<file path="config.mk">
export PLATFORM = sky130hd
export DESIGN_NAME = pulse_swallow_div
export DESIGN_NICKNAME = d
export VERILOG_FILES = /design/src/rtl/pswd_pkg.sv /design/src/rtl/pswd_cfg.sv /design/src/rtl/pswd_prescaler.sv /design/src/rtl/pswd_swallow.sv /design/src/rtl/pulse_swallow_div.sv
export SDC_FILE = /design/constraint.sdc
export NUM_CORES = 1
export LEC_CHECK = 0
export ABC_AREA = 1
export BUFFER_PORTS_ARGS = -buffer_cell sky130_fd_sc_hd__buf_2
export CAP_MARGIN = 5
export CORE_MARGIN = 2
export CORE_UTILIZATION = 38
export DETAILED_ROUTE_END_ITERATION = 8
export GPL_TIMING_DRIVEN = 0
export PLACE_DENSITY = 0.55
export SLEW_MARGIN = 20
export SYNTH_ARGS = -nofsm -noshare
export SYNTH_HDL_FRONTEND = slang
export SYNTH_SLANG_ARGS = --single-unit
</file>
<file path="constraint.sdc">
create_clock -name clk -period 2.8 [get_ports clk]
set_input_delay 0.42 -clock clk [delete_from_list [all_inputs] [get_ports clk]]
set_output_delay 0.42 -clock clk [all_outputs]
set_load 0.05 [all_outputs]
</file>
<file path="src/rtl/pswd_pkg.sv">
`timescale 1ns/1ps
package pswd_pkg;

  // Prescaler base selection captured with each configuration.
  typedef enum logic {
    MOD_NARROW = 1'b0,  // base P = 2**P_LOG_LO
    MOD_WIDE   = 1'b1   // base P = 2**P_LOG_HI
  } pswd_mod_e;

endpackage

</file>
<file path="src/rtl/pswd_cfg.sv">
`timescale 1ns/1ps
module pswd_cfg
  import pswd_pkg::*;
#(
  parameter int A_W = 6,
  parameter int B_W = 11
) (
  input  logic           clk,
  input  logic           rst_n,
  input  logic           load,
  input  logic           wide_in,
  input  logic [A_W-1:0] a_in,
  input  logic [B_W-1:0] b_in,
  input  logic           period_end,
  output logic           apply,
  output logic [A_W-1:0] nxt_a,
  output logic [B_W-1:0] nxt_b,
  output pswd_mod_e      act_mod,
  output logic           run,
  output logic           err
);

  localparam int EXT_W = B_W - A_W;

  // pending (shadow) configuration
  logic [A_W-1:0] pend_a_q, pend_a_d;
  logic [B_W-1:0] pend_b_q, pend_b_d;
  pswd_mod_e      pend_mod_q, pend_mod_d;
  logic           pend_vld_q, pend_vld_d;
  logic           pend_en;

  // active configuration
  logic [A_W-1:0] act_a_q, act_a_d;
  logic [B_W-1:0] act_b_q, act_b_d;
  pswd_mod_e      act_mod_q, act_mod_d;
  logic           act_en;

  logic           run_q, run_d;
  logic           err_q, err_d;
  logic           pend_ok;

  // validity of the pending setting: B nonzero and B >= A
  always_comb begin
    pend_ok = (pend_b_q != '0) && (pend_b_q >= {{EXT_W{1'b0}}, pend_a_q});
  end

  // a pending setting is applied at a period boundary, or at once when idle
  always_comb begin
    apply = pend_vld_q && (!run_q || period_end);
  end

  // next-state logic
  always_comb begin
    pend_en    = load || apply;
    pend_a_d   = pend_a_q;
    pend_b_d   = pend_b_q;
    pend_mod_d = pend_mod_q;
    pend_vld_d = pend_vld_q;
    if (load) begin
      pend_a_d   = a_in;
      pend_b_d   = b_in;
      pend_mod_d = pswd_mod_e'(wide_in);
      pend_vld_d = 1'b1;
    end else if (apply) begin
      pend_vld_d = 1'b0;
    end

    act_en    = apply;
    act_a_d   = pend_a_q;
    act_b_d   = pend_b_q;
    act_mod_d = pend_mod_q;
    run_d     = pend_ok;
    err_d     = !pend_ok;
  end

  // register processes
  always_ff @(posedge clk or negedge rst_n) begin
    if (!rst_n) begin
      pend_a_q   <= '0;
      pend_b_q   <= '0;
      pend_mod_q <= MOD_NARROW;
      pend_vld_q <= 1'b0;
    end else if (pend_en) begin
      pend_a_q   <= pend_a_d;
      pend_b_q   <= pend_b_d;
      pend_mod_q <= pend_mod_d;
      pend_vld_q <= pend_vld_d;
    end
  end

  always_ff @(posedge clk or negedge rst_n) begin
    if (!rst_n) begin
      act_a_q   <= '0;
      act_b_q   <= '0;
      act_mod_q <= MOD_NARROW;
      run_q     <= 1'b0;
      err_q     <= 1'b0;
    end else if (act_en) begin
      act_a_q   <= act_a_d;
      act_b_q   <= act_b_d;
      act_mod_q <= act_mod_d;
      run_q     <= run_d;
      err_q     <= err_d;
    end
  end

  // counter reload values: the setting about to become active
  always_comb begin
    nxt_a   = apply ? pend_a_q : act_a_q;
    nxt_b   = apply ? pend_b_q : act_b_q;
    act_mod = act_mod_q;
    run     = run_q;
    err     = err_q;
  end

  // the active setting changes only when a setting is applied
  p_active_hold_r6: assert property (@(posedge clk) disable iff (!rst_n)
    !apply |=> $stable({act_a_q, act_b_q, act_mod_q}));

  // running and error are never both set
  p_run_err_excl_r5: assert property (@(posedge clk) disable iff (!rst_n)
    !(run_q && err_q));

endmodule

</file>
<file path="src/rtl/pswd_prescaler.sv">
`timescale 1ns/1ps
module pswd_prescaler
  import pswd_pkg::*;
#(
  parameter int P_LOG_LO = 5,
  parameter int P_LOG_HI = 6
) (
  input  logic      clk,
  input  logic      rst_n,
  input  logic      run,
  input  pswd_mod_e mod,
  input  logic      wide,   // divide by P+1 in this prescaler cycle
  output logic      tick
);

  localparam int PC_W = P_LOG_HI + 1;
  localparam int P_LO = 1 << P_LOG_LO;
  localparam int P_HI = 1 << P_LOG_HI;

  logic [PC_W-1:0] pc_q, pc_d;
  logic [PC_W-1:0] base;
  logic [PC_W-1:0] last;
  logic            pc_en;

  always_comb begin
    base = (mod == MOD_WIDE) ? PC_W'(P_HI) : PC_W'(P_LO);
    last = wide ? base : (base - PC_W'(1));
    tick = run && (pc_q == last);
  end

  always_comb begin
    pc_en = run || (pc_q != '0);
    if (!run || tick) pc_d = '0;
    else              pc_d = pc_q + PC_W'(1);
  end

  always_ff @(posedge clk or negedge rst_n) begin
    if (!rst_n)     pc_q <= '0;
    else if (pc_en) pc_q <= pc_d;
  end

  // the phase count never passes the largest modulus P_HI+1
  p_pc_range_r1: assert property (@(posedge clk) disable iff (!rst_n)
    pc_q <= PC_W'(P_HI));

endmodule

</file>
<file path="src/rtl/pswd_swallow.sv">
`timescale 1ns/1ps
module pswd_swallow #(
  parameter int A_W = 6,
  parameter int B_W = 11
) (
  input  logic           clk,
  input  logic           rst_n,
  input  logic           run,
  input  logic           tick,
  input  logic           reload,
  input  logic [A_W-1:0] nxt_a,
  input  logic [B_W-1:0] nxt_b,
  output logic           wide,
  output logic           period_end
);

  localparam int EXT_W = B_W - A_W;

  logic [A_W-1:0] a_left_q, a_left_d;
  logic [B_W-1:0] b_left_q, b_left_d;
  logic           cnt_en;

  always_comb begin
    wide       = (a_left_q != '0);
    period_end = tick && (b_left_q == B_W'(1));
  end

  always_comb begin
    cnt_en   = reload || tick;
    a_left_d = a_left_q;
    b_left_d = b_left_q;
    if (reload) begin
      a_left_d = nxt_a;
      b_left_d = nxt_b;
    end else if (tick) begin
      b_left_d = b_left_q - B_W'(1);
      if (wide) a_left_d = a_left_q - A_W'(1);
    end
  end

  always_ff @(posedge clk or negedge rst_n) begin
    if (!rst_n) begin
      a_left_q <= '0;
      b_left_q <= '0;
    end else if (cnt_en) begin
      a_left_q <= a_left_d;
      b_left_q <= b_left_d;
    end
  end

  // swallow cycles left never exceed main cycles left while running
  p_swallow_bound_r1: assert property (@(posedge clk) disable iff (!rst_n)
    run |-> ({{EXT_W{1'b0}}, a_left_q} <= b_left_q));

  // a running divider never holds an empty main count
  p_main_nonzero_r1: assert property (@(posedge clk) disable iff (!rst_n)
    run |-> (b_left_q != '0));

endmodule

</file>
<file path="src/rtl/pulse_swallow_div.sv">
`timescale 1ns/1ps
module pulse_swallow_div
  import pswd_pkg::*;
#(
  parameter int A_W      = 6,
  parameter int B_W      = 11,
  parameter int P_LOG_LO = 5,
  parameter int P_LOG_HI = 6
) (
  input  logic           clk,
  input  logic           rst_n,
  input  logic           cfg_load,
  input  logic           cfg_wide_mod,
  input  logic [A_W-1:0] cfg_swallow,
  input  logic [B_W-1:0] cfg_main,
  output logic           div_pulse,
  output logic           cfg_error
);

  logic [1:0]     rst_sync_q;
  logic           rst_n_i;
  logic           apply;
  logic [A_W-1:0] nxt_a;
  logic [B_W-1:0] nxt_b;
  pswd_mod_e      act_mod;
  logic           run;
  logic           err;
  logic           tick;
  logic           wide;
  logic           period_end;
  logic           reload;
  logic           pulse_q, pulse_d;

  // asynchronous assertion, synchronous release
  always_ff @(posedge clk or negedge rst_n) begin
    if (!rst_n) rst_sync_q <= 2'b00;
    else        rst_sync_q <= {rst_sync_q[0], 1'b1};
  end
  assign rst_n_i = rst_sync_q[1];

  pswd_cfg #(.A_W(A_W), .B_W(B_W)) u_cfg (
    .clk        (clk),
    .rst_n      (rst_n_i),
    .load       (cfg_load),
    .wide_in    (cfg_wide_mod),
    .a_in       (cfg_swallow),
    .b_in       (cfg_main),
    .period_end (period_end),
    .apply      (apply),
    .nxt_a      (nxt_a),
    .nxt_b      (nxt_b),
    .act_mod    (act_mod),
    .run        (run),
    .err        (err)
  );

  pswd_prescaler #(.P_LOG_LO(P_LOG_LO), .P_LOG_HI(P_LOG_HI)) u_pre (
    .clk   (clk),
    .rst_n (rst_n_i),
    .run   (run),
    .mod   (act_mod),
    .wide  (wide),
    .tick  (tick)
  );

  always_comb reload = apply || period_end;

  pswd_swallow #(.A_W(A_W), .B_W(B_W)) u_swl (
    .clk        (clk),
    .rst_n      (rst_n_i),
    .run        (run),
    .tick       (tick),
    .reload     (reload),
    .nxt_a      (nxt_a),
    .nxt_b      (nxt_b),
    .wide       (wide),
    .period_end (period_end)
  );

  always_comb pulse_d = period_end;

  always_ff @(posedge clk or negedge rst_n_i) begin
    if (!rst_n_i) pulse_q <= 1'b0;
    else          pulse_q <= pulse_d;
  end

  assign div_pulse = pulse_q;
  assign cfg_error = err;

  // the output pulse is one clock wide
  p_pulse_width_r2: assert property (@(posedge clk) disable iff (!rst_n_i)
    div_pulse |=> !div_pulse);

  // no pulse follows a cycle in which the error flag is set
  p_err_quiet_r5: assert property (@(posedge clk) disable iff (!rst_n_i)
    cfg_error |=> !div_pulse);

endmodule

</file>
# Word level (Yosys, flattened, before mapping)
# Index checks and enable logic that the tools add are counted.
# classes
add_sub_neg,4
order_cmp,1
eq_ne,2
n_mux,12
reduce_logical,22
# ops
cell,count
2-to-1 mux 11 bit,3
2-to-1 mux 6 bit,4
2-to-1 mux 7 bit,3
"== test 11 x 1 -> 1 bit, second input constant",1
>= comparator 11 x 6 -> 1 bit,1
nonzero test 11 bit,1
"subtractor 11 x 1 -> 11 bit, second input constant",1
"adder 7 x 1 -> 7 bit, second input constant",1
== test 7 bit,1
nonzero test 7 bit,1
"subtractor 7 x 1 -> 7 bit, second input constant",1
logical OR 1 bit,6
AND reduction 2 bit,3
nonzero test 2 bit,3
nonzero test 6 bit,1
"subtractor 6 x 1 -> 6 bit, second input constant",1
logical AND 1 bit,4
AND reduction 3 bit,1
zero test 1 bit,2
2-to-1 mux 1 bit,2
# totals
regBits,66
in_bits,21
out_inout_bits,2
wordCells,55

# Logic depth before layout (Yosys ltp)
# logic_depth
word_depth,11
mapped_depth,17
ltp_nobuf,17

# Cells and area by module
# A second synthesis with hierarchy kept.
# unflattened
cells_unflattened,416
hier_area_um2,3520.9
# by_module_without_submodules
mod,instances,cells_per_inst,area_each_um2
pswd_cfg,1,187,1730.4
pswd_swallow,1,163,1239.9
pswd_prescaler,1,59,460.4
pulse_swallow_div,1,7,90.1

# Worst setup path after synthesis
# OpenSTA, ideal clock, no wires.
# synth_timing
path_type,register -> register
start,register u_swl.a_left_q[0]
end,register u_swl.a_left_q[2]
setup_ns,0.117
arrival_ns,2.095
path_slack_ns,0.587
path_stages_with_launch,18
n_path_buf,0
period_less_slack_ns,2.213
path_cell_list,dfrtp_1 -> inv_1 -> ha_1 -> nand3_2 -> ha_1 -> inv_1 -> nand2_1 -> nand2_1 -> nor2_2 -> nand2_1 -> nor2_2 -> nand3_1 -> o21ai_2 -> inv_2 -> o21ai_2 -> inv_1 -> nand2_1 -> nand2_1
# synth_via
elab_chain_len,10
elab_cells_between_ends,17
cone_classes,add/sub: 1; eq/ne: 1; mux: 5; reduce/logical: 10
# synth_lines
element,line,source
from (decl),pswd_swallow.sv:19,"logic [A_W-1:0] a_left_q, a_left_d;"
from (signal assigned),pswd_swallow.sv:46,a_left_q <= a_left_d;
nonzero test 6 bit,pswd_swallow.sv:24,wide = (a_left_q != '0);
2-to-1 mux 7 bit,pswd_prescaler.sv:27,last = wide ? base : (base - PC_W'(1));
== test 7 bit,pswd_prescaler.sv:28,tick = run && (pc_q == last);
logical AND 1 bit,pswd_prescaler.sv:28,
logical AND 1 bit,pswd_swallow.sv:25,period_end = tick && (b_left_q == B_W'(1));
logical OR 1 bit,pswd_cfg.sv:49,apply = pend_vld_q && (!run_q || period_end);
logical AND 1 bit,pswd_cfg.sv:49,
logical OR 1 bit,pulse_swallow_div.sv:66,always_comb reload = apply || period_end;
nonzero test 2 bit (no source line) or logical OR 1 bit (tied branches),--,
AND reduction 3 bit (no source line),--,
# Parallel ways exist; a longest one is shown, timed or not. The select of a mux whose other input is x is not followed.
# A chain may end at the register's enable or synchronous reset.

# Worst setup path in the final report
# layout_timing
start,register u_swl.a_left_q[0]
end,register u_swl.b_left_q[8]
# layout_via
elab_chain_len,10
elab_cells_between_ends,13
cone_classes,eq/ne: 1; mux: 3; reduce/logical: 9
# layout_lines
element,line,source
nonzero test 6 bit (*),pswd_swallow.sv:24,
2-to-1 mux 7 bit (*),pswd_prescaler.sv:27,
== test 7 bit (*),pswd_prescaler.sv:28,
logical AND 1 bit (*),pswd_prescaler.sv:28,
logical AND 1 bit,pswd_swallow.sv:25,
logical OR 1 bit,pswd_cfg.sv:49,
logical AND 1 bit,pswd_cfg.sv:49,
logical OR 1 bit,pulse_swallow_div.sv:66,
nonzero test 2 bit (no source line) or logical OR 1 bit (tied branches),--,
AND reduction 2 bit (no source line),--,
to (signal assigned),pswd_swallow.sv:47,b_left_q <= b_left_d;
to (decl),pswd_swallow.sv:20,"logic [B_W-1:0] b_left_q, b_left_d;"
# Every way passes the cells marked *; elsewhere a longest branch is shown, timed or not.

==> run_results.csv <==
group,metric,value,unit
floorplanning,placementRows,34,
critical_path,crit_cells,15,
placement,dp.cells,567,
global_routing,grt_max_degree,47,
clock_tree,clk_pin_slew,0.08,ns
timing,layout_setup_ws,0.233,ns
routing,wire_per_inst,13.0,um
synthesis,synthTopCellsByArea,"dfrtp_1, nand2_1, nand3_1",
synthesis,ys_seq_elements,66,
synthesis,syn_area,3490,um^2
placement,finalWeightedCongestion,0.779,
pwr,clockPowerShare,0.209,
critical_path,timing.rr.end,"u_swl.b_left_q[8]$_DFFE_PN0P_",
critical_path,critical_path_class,"reg2reg",
finish,drive_above_1_share,0.149,
critical_path,cp-startpoint,"u_swl.a_left_q[0]$_DFFE_PN0P_",
critical_path,crit_top_cell,"nand2_1",
synthesis,avgSynthCellArea,8.00,um^2
synthesis,ys_warn_count,0,
synthesis,yosysMostFrequentCell,"nand2_1",
global_routing,grt_use_total,0.173,
critical_path,regToRegSetupSlack,0.23,ns
synthesis,synthesis.nets,469,
floorplanning,fp.dieW,99.8,um
critical_path,cp.arrival,2.84,ns
floorplanning,dieHeight,99.8,um
timing,slew_viol_final,0,
job,cap_violations,0,
synthesis,synthCells,436,
pwr,power,4.25,mW
synthesis,synth_cell_types,30,
critical_path,max_stage_delay,0.39,ns
pwr,p_seq_frac,0.349,
timing,hold_viol,0,
routing,firstDrtPassIters,4,
critical_path,crit_chain,"inv_1, ha_1, nand3_2, ha_1, inv_1, nand2_1, nand2_1, nor2_2, nand2_1, nor2_2, nand3_1, o21ai_4, clkbuf_4, nand3_1, a21oi_1",
clock_tree,cts.path.max_buffers,2,
clock_tree,clkLatencyLatePin,0.34,ns
routing,drt_iter0_drc,113,
finish,fill_cells,899,
critical_path,regToRegStartpoint,"u_swl.a_left_q[0]$_DFFE_PN0P_",
global_routing,antenna_found_initial,0,
pwr,ir_worst_vdd,0.000417,V
floorplanning,floorplan.initialDensity,0.396,
routing,drc,0,
timing,worst_clock_skew,0.00702,ns
critical_path,ff2ff_path_depth,15,
placement,hpwlAfterDp,5.69,mm
global_routing,gr-total-overflow,0,
synthesis,synth_edf_count,0,
synthesis,synth_top_area_share,0.473,
pwr,combinationalPowerShare,0.442,
placement,io_buffers,22,
finish,final_cell_count_no_fill,585,
timing,setup_viol,0,
clock_tree,ctsHtreeMaxLevel,3,
critical_path,path_buf_inv,3,
critical_path,critPathCapture,"u_swl.b_left_q[8]$_DFFE_PN0P_",
placement,post-place-ws,0.134,ns
run_status,outcome,"complete, no violations",
floorplanning,core,8810,um^2
finish,final_nets,505,
pwr,switching_power,1.76,mW
timing,period_share,0.917,
critical_path,worstSetupEndpointType,"register",
routing,routed_wl,7.62,mm
floorplanning,io_pins,23,
synthesis,yosysSeqAreaShare,0.473,
timing,max_freq,390,MHz
synthesis,synth_top_area_cell,"dfrtp_1",
routing,avgViaCountPerCell,4.77,
timing,post-route-min-period,2.57,ns
pwr,p_int,2.48,mW
routing,dr_total_vias,2789,
floorplanning,dieArea,9970,um^2
critical_path,required,3.07,ns
synthesis,synth_ff_type,"dfrtp_1",
hold_path,hold_class,"reg2async",
finish,antennaDiodeCount,0,
global_routing,grt_pass1_vias,2832,
clock_tree,clockRootBuffer,"clkbuf_8",
synthesis,synth_async_sr_flop_share,1.00,
synthesis,synth_common_cells,"nand2_1, dfrtp_1, inv_1, nand3_1, o21ai_0",
clock_tree,cts_buffers,9,
global_routing,grt_pass1_wl,13.6,mm
clock_tree,cts_tree,"built",
pwr,p_per_area,1050,nW/um^2
pwr,p_leak,2.05,nW
critical_path,worst-path-max-fanout,10,
pwr,sw_frac_of_total,0.415,
clock_tree,cts_sinks,66,
finish,syn_to_final_growth,15.4,%
critical_path,cpLargestDelayFamily,"simple AND/OR/NAND/NOR gates",
critical_path,slowest_stage,"dfrtp_1",
critical_path,startpoint_type,"register",
routing,drtAntennaViolNets,0,
==> final cells by class <==
| class | count | area (um^2) | share of cell area |
|---|---|---|---|
| clock inverters | 7 | 93.8 | 0.0233 |
| flip-flops and latches | 66 | 1660 | 0.411 |
| clock buffers | 9 | 124 | 0.0308 |
| multi-input cells | 299 | 1550 | 0.385 |
| repair buffers | 25 | 168 | 0.0416 |
| inverters | 58 | 220 | 0.0547 |
| well taps | 108 | 135 | 0.0336 |
| plain buffers | 13 | 80.1 | 0.0199 |
==> timing repair <==
| item | 4_1_cts | 5_1_grt |
|---|---|---|
| setup endpoints to repair | 0 | 11 |
| hold buffers | 1 | 0 |
| endpoints found under the hold margin | 2 | 0 |
| setup buffers | 0 | 1 |
| resized for setup | 0 | 4 |
==> layer usage <==
metal,wire [um],vias up,track usage,part of all wire
met2,3540,39,0.279,0.47
li1,-,1470,-,-
met3,283,9,0.0432,0.037
met4,86,0,0.0411,0.011
met5,0,-,0,0
met1,3700,1271,0.237,0.49
==> per-stage QoR <==
stage / hold WS [ns] / utilization / TNS, ns / cell area [um^2]
after global routing: 0.240 / 0.457 / -0.0368 / 4030
after global placement: 0.207 / 0.424 / -3.35 / 3730
after CTS: 0.220 / 0.454 / 0 / 3990
after floorplan: 0.124 / - / 0 / 3490
final: 0.209 / 0.457 / 0 / 4030
after detailed placement: 0.209 / 0.428 / 0 / 3770
==> cell usage in the layout (no fill, tap or decap), drive strengths merged, types with 2 or more instances in the layout <==
cell | netlist | layout
dfrtp | 66 | 66
and2 | 5 | 5
clkinvlp | 0 | 2
a21oi | 7 | 7
inv | 58 | 58
o21ai | 32 | 32
bufinv | 0 | 2
nor3 | 10 | 10
nand3 | 55 | 55
ha | 12 | 12
nand4 | 8 | 8
nand2 | 123 | 123
xnor2 | 5 | 5
buf | 9 | 32
clkinv | 0 | 3
clkbuf | 4 | 14
xor2 | 10 | 10
nor2 | 26 | 26
nor4 | 3 | 3
==> how the worst min path moves through the flow <==
stage | to | slack, ns | cells after the start
finish | u_cfg.act_a_d[3]$_DFFE_PN0P_ | 0.21 | 0
global route | u_cfg.act_b_d[7]$_DFFE_PN0P_ | 0.24 | 0
CTS | u_cfg.act_b_d[3]$_DFFE_PN0P_ | 0.22 | 0
detailed placement | rst_sync_q[0]$_DFF_PN0_ | 0.21 | 1
global placement | rst_sync_q[0]$_DFF_PN0_ | 0.21 | 1
floorplan | rst_sync_q[0]$_DFF_PN0_ | 0.12 | 0
==> worst reg2reg max path, stage by stage, from the launching register on <==
cell and delay, ns:
dfrtp_1 0.39, inv_1 0.08, ha_1 0.23, nand3_2 0.12, ha_1 0.31, inv_1 0.05, nand2_1 0.05, nand2_1 0.06
nor2_2 0.11, nand2_1 0.08, nor2_2 0.09, nand3_1 0.15, o21ai_4 0.19, clkbuf_4 0.30, nand3_1 0.15, a21oi_1 0.15
==> registers in the layout, summed over array words and instances, names as in the netlist <==
register / count
u_cfg.act_mod_d: 1
u_cfg.run: 1
u_cfg.pend_vld_q: 1
u_cfg.act_b_d: 11
u_swl.a_left_q: 6
u_pre.pc_q: 7
rst_sync_q: 2
div_pulse: 1
u_cfg.err: 1
u_cfg.act_a_d: 6
u_cfg.act_a_q: 6
u_swl.b_left_q: 11
u_cfg.act_mod: 1
u_cfg.act_b_q: 11
==> power groups by stage <==
stage               Sequential (mW)  Combinational (mW)  Clock [mW]
CTS                            1.49                1.84       0.915
global placement               1.51                1.79           0
global route                   1.53                2.19       0.960
finish                         1.48                1.88       0.887
floorplan                      1.49                1.42           0
detailed placement             1.50                1.83           0
==> cells by family after synthesis <==
logic type / share of synthesized area
compound gates: 0.0656
xor+xnor: 0.0376
fa+ha+maj: 0.0430
buf+inv: 0.0846
flops: 0.473
other cells: 0.00107
simple gates: 0.295
(Power assumes the default switching activity.)
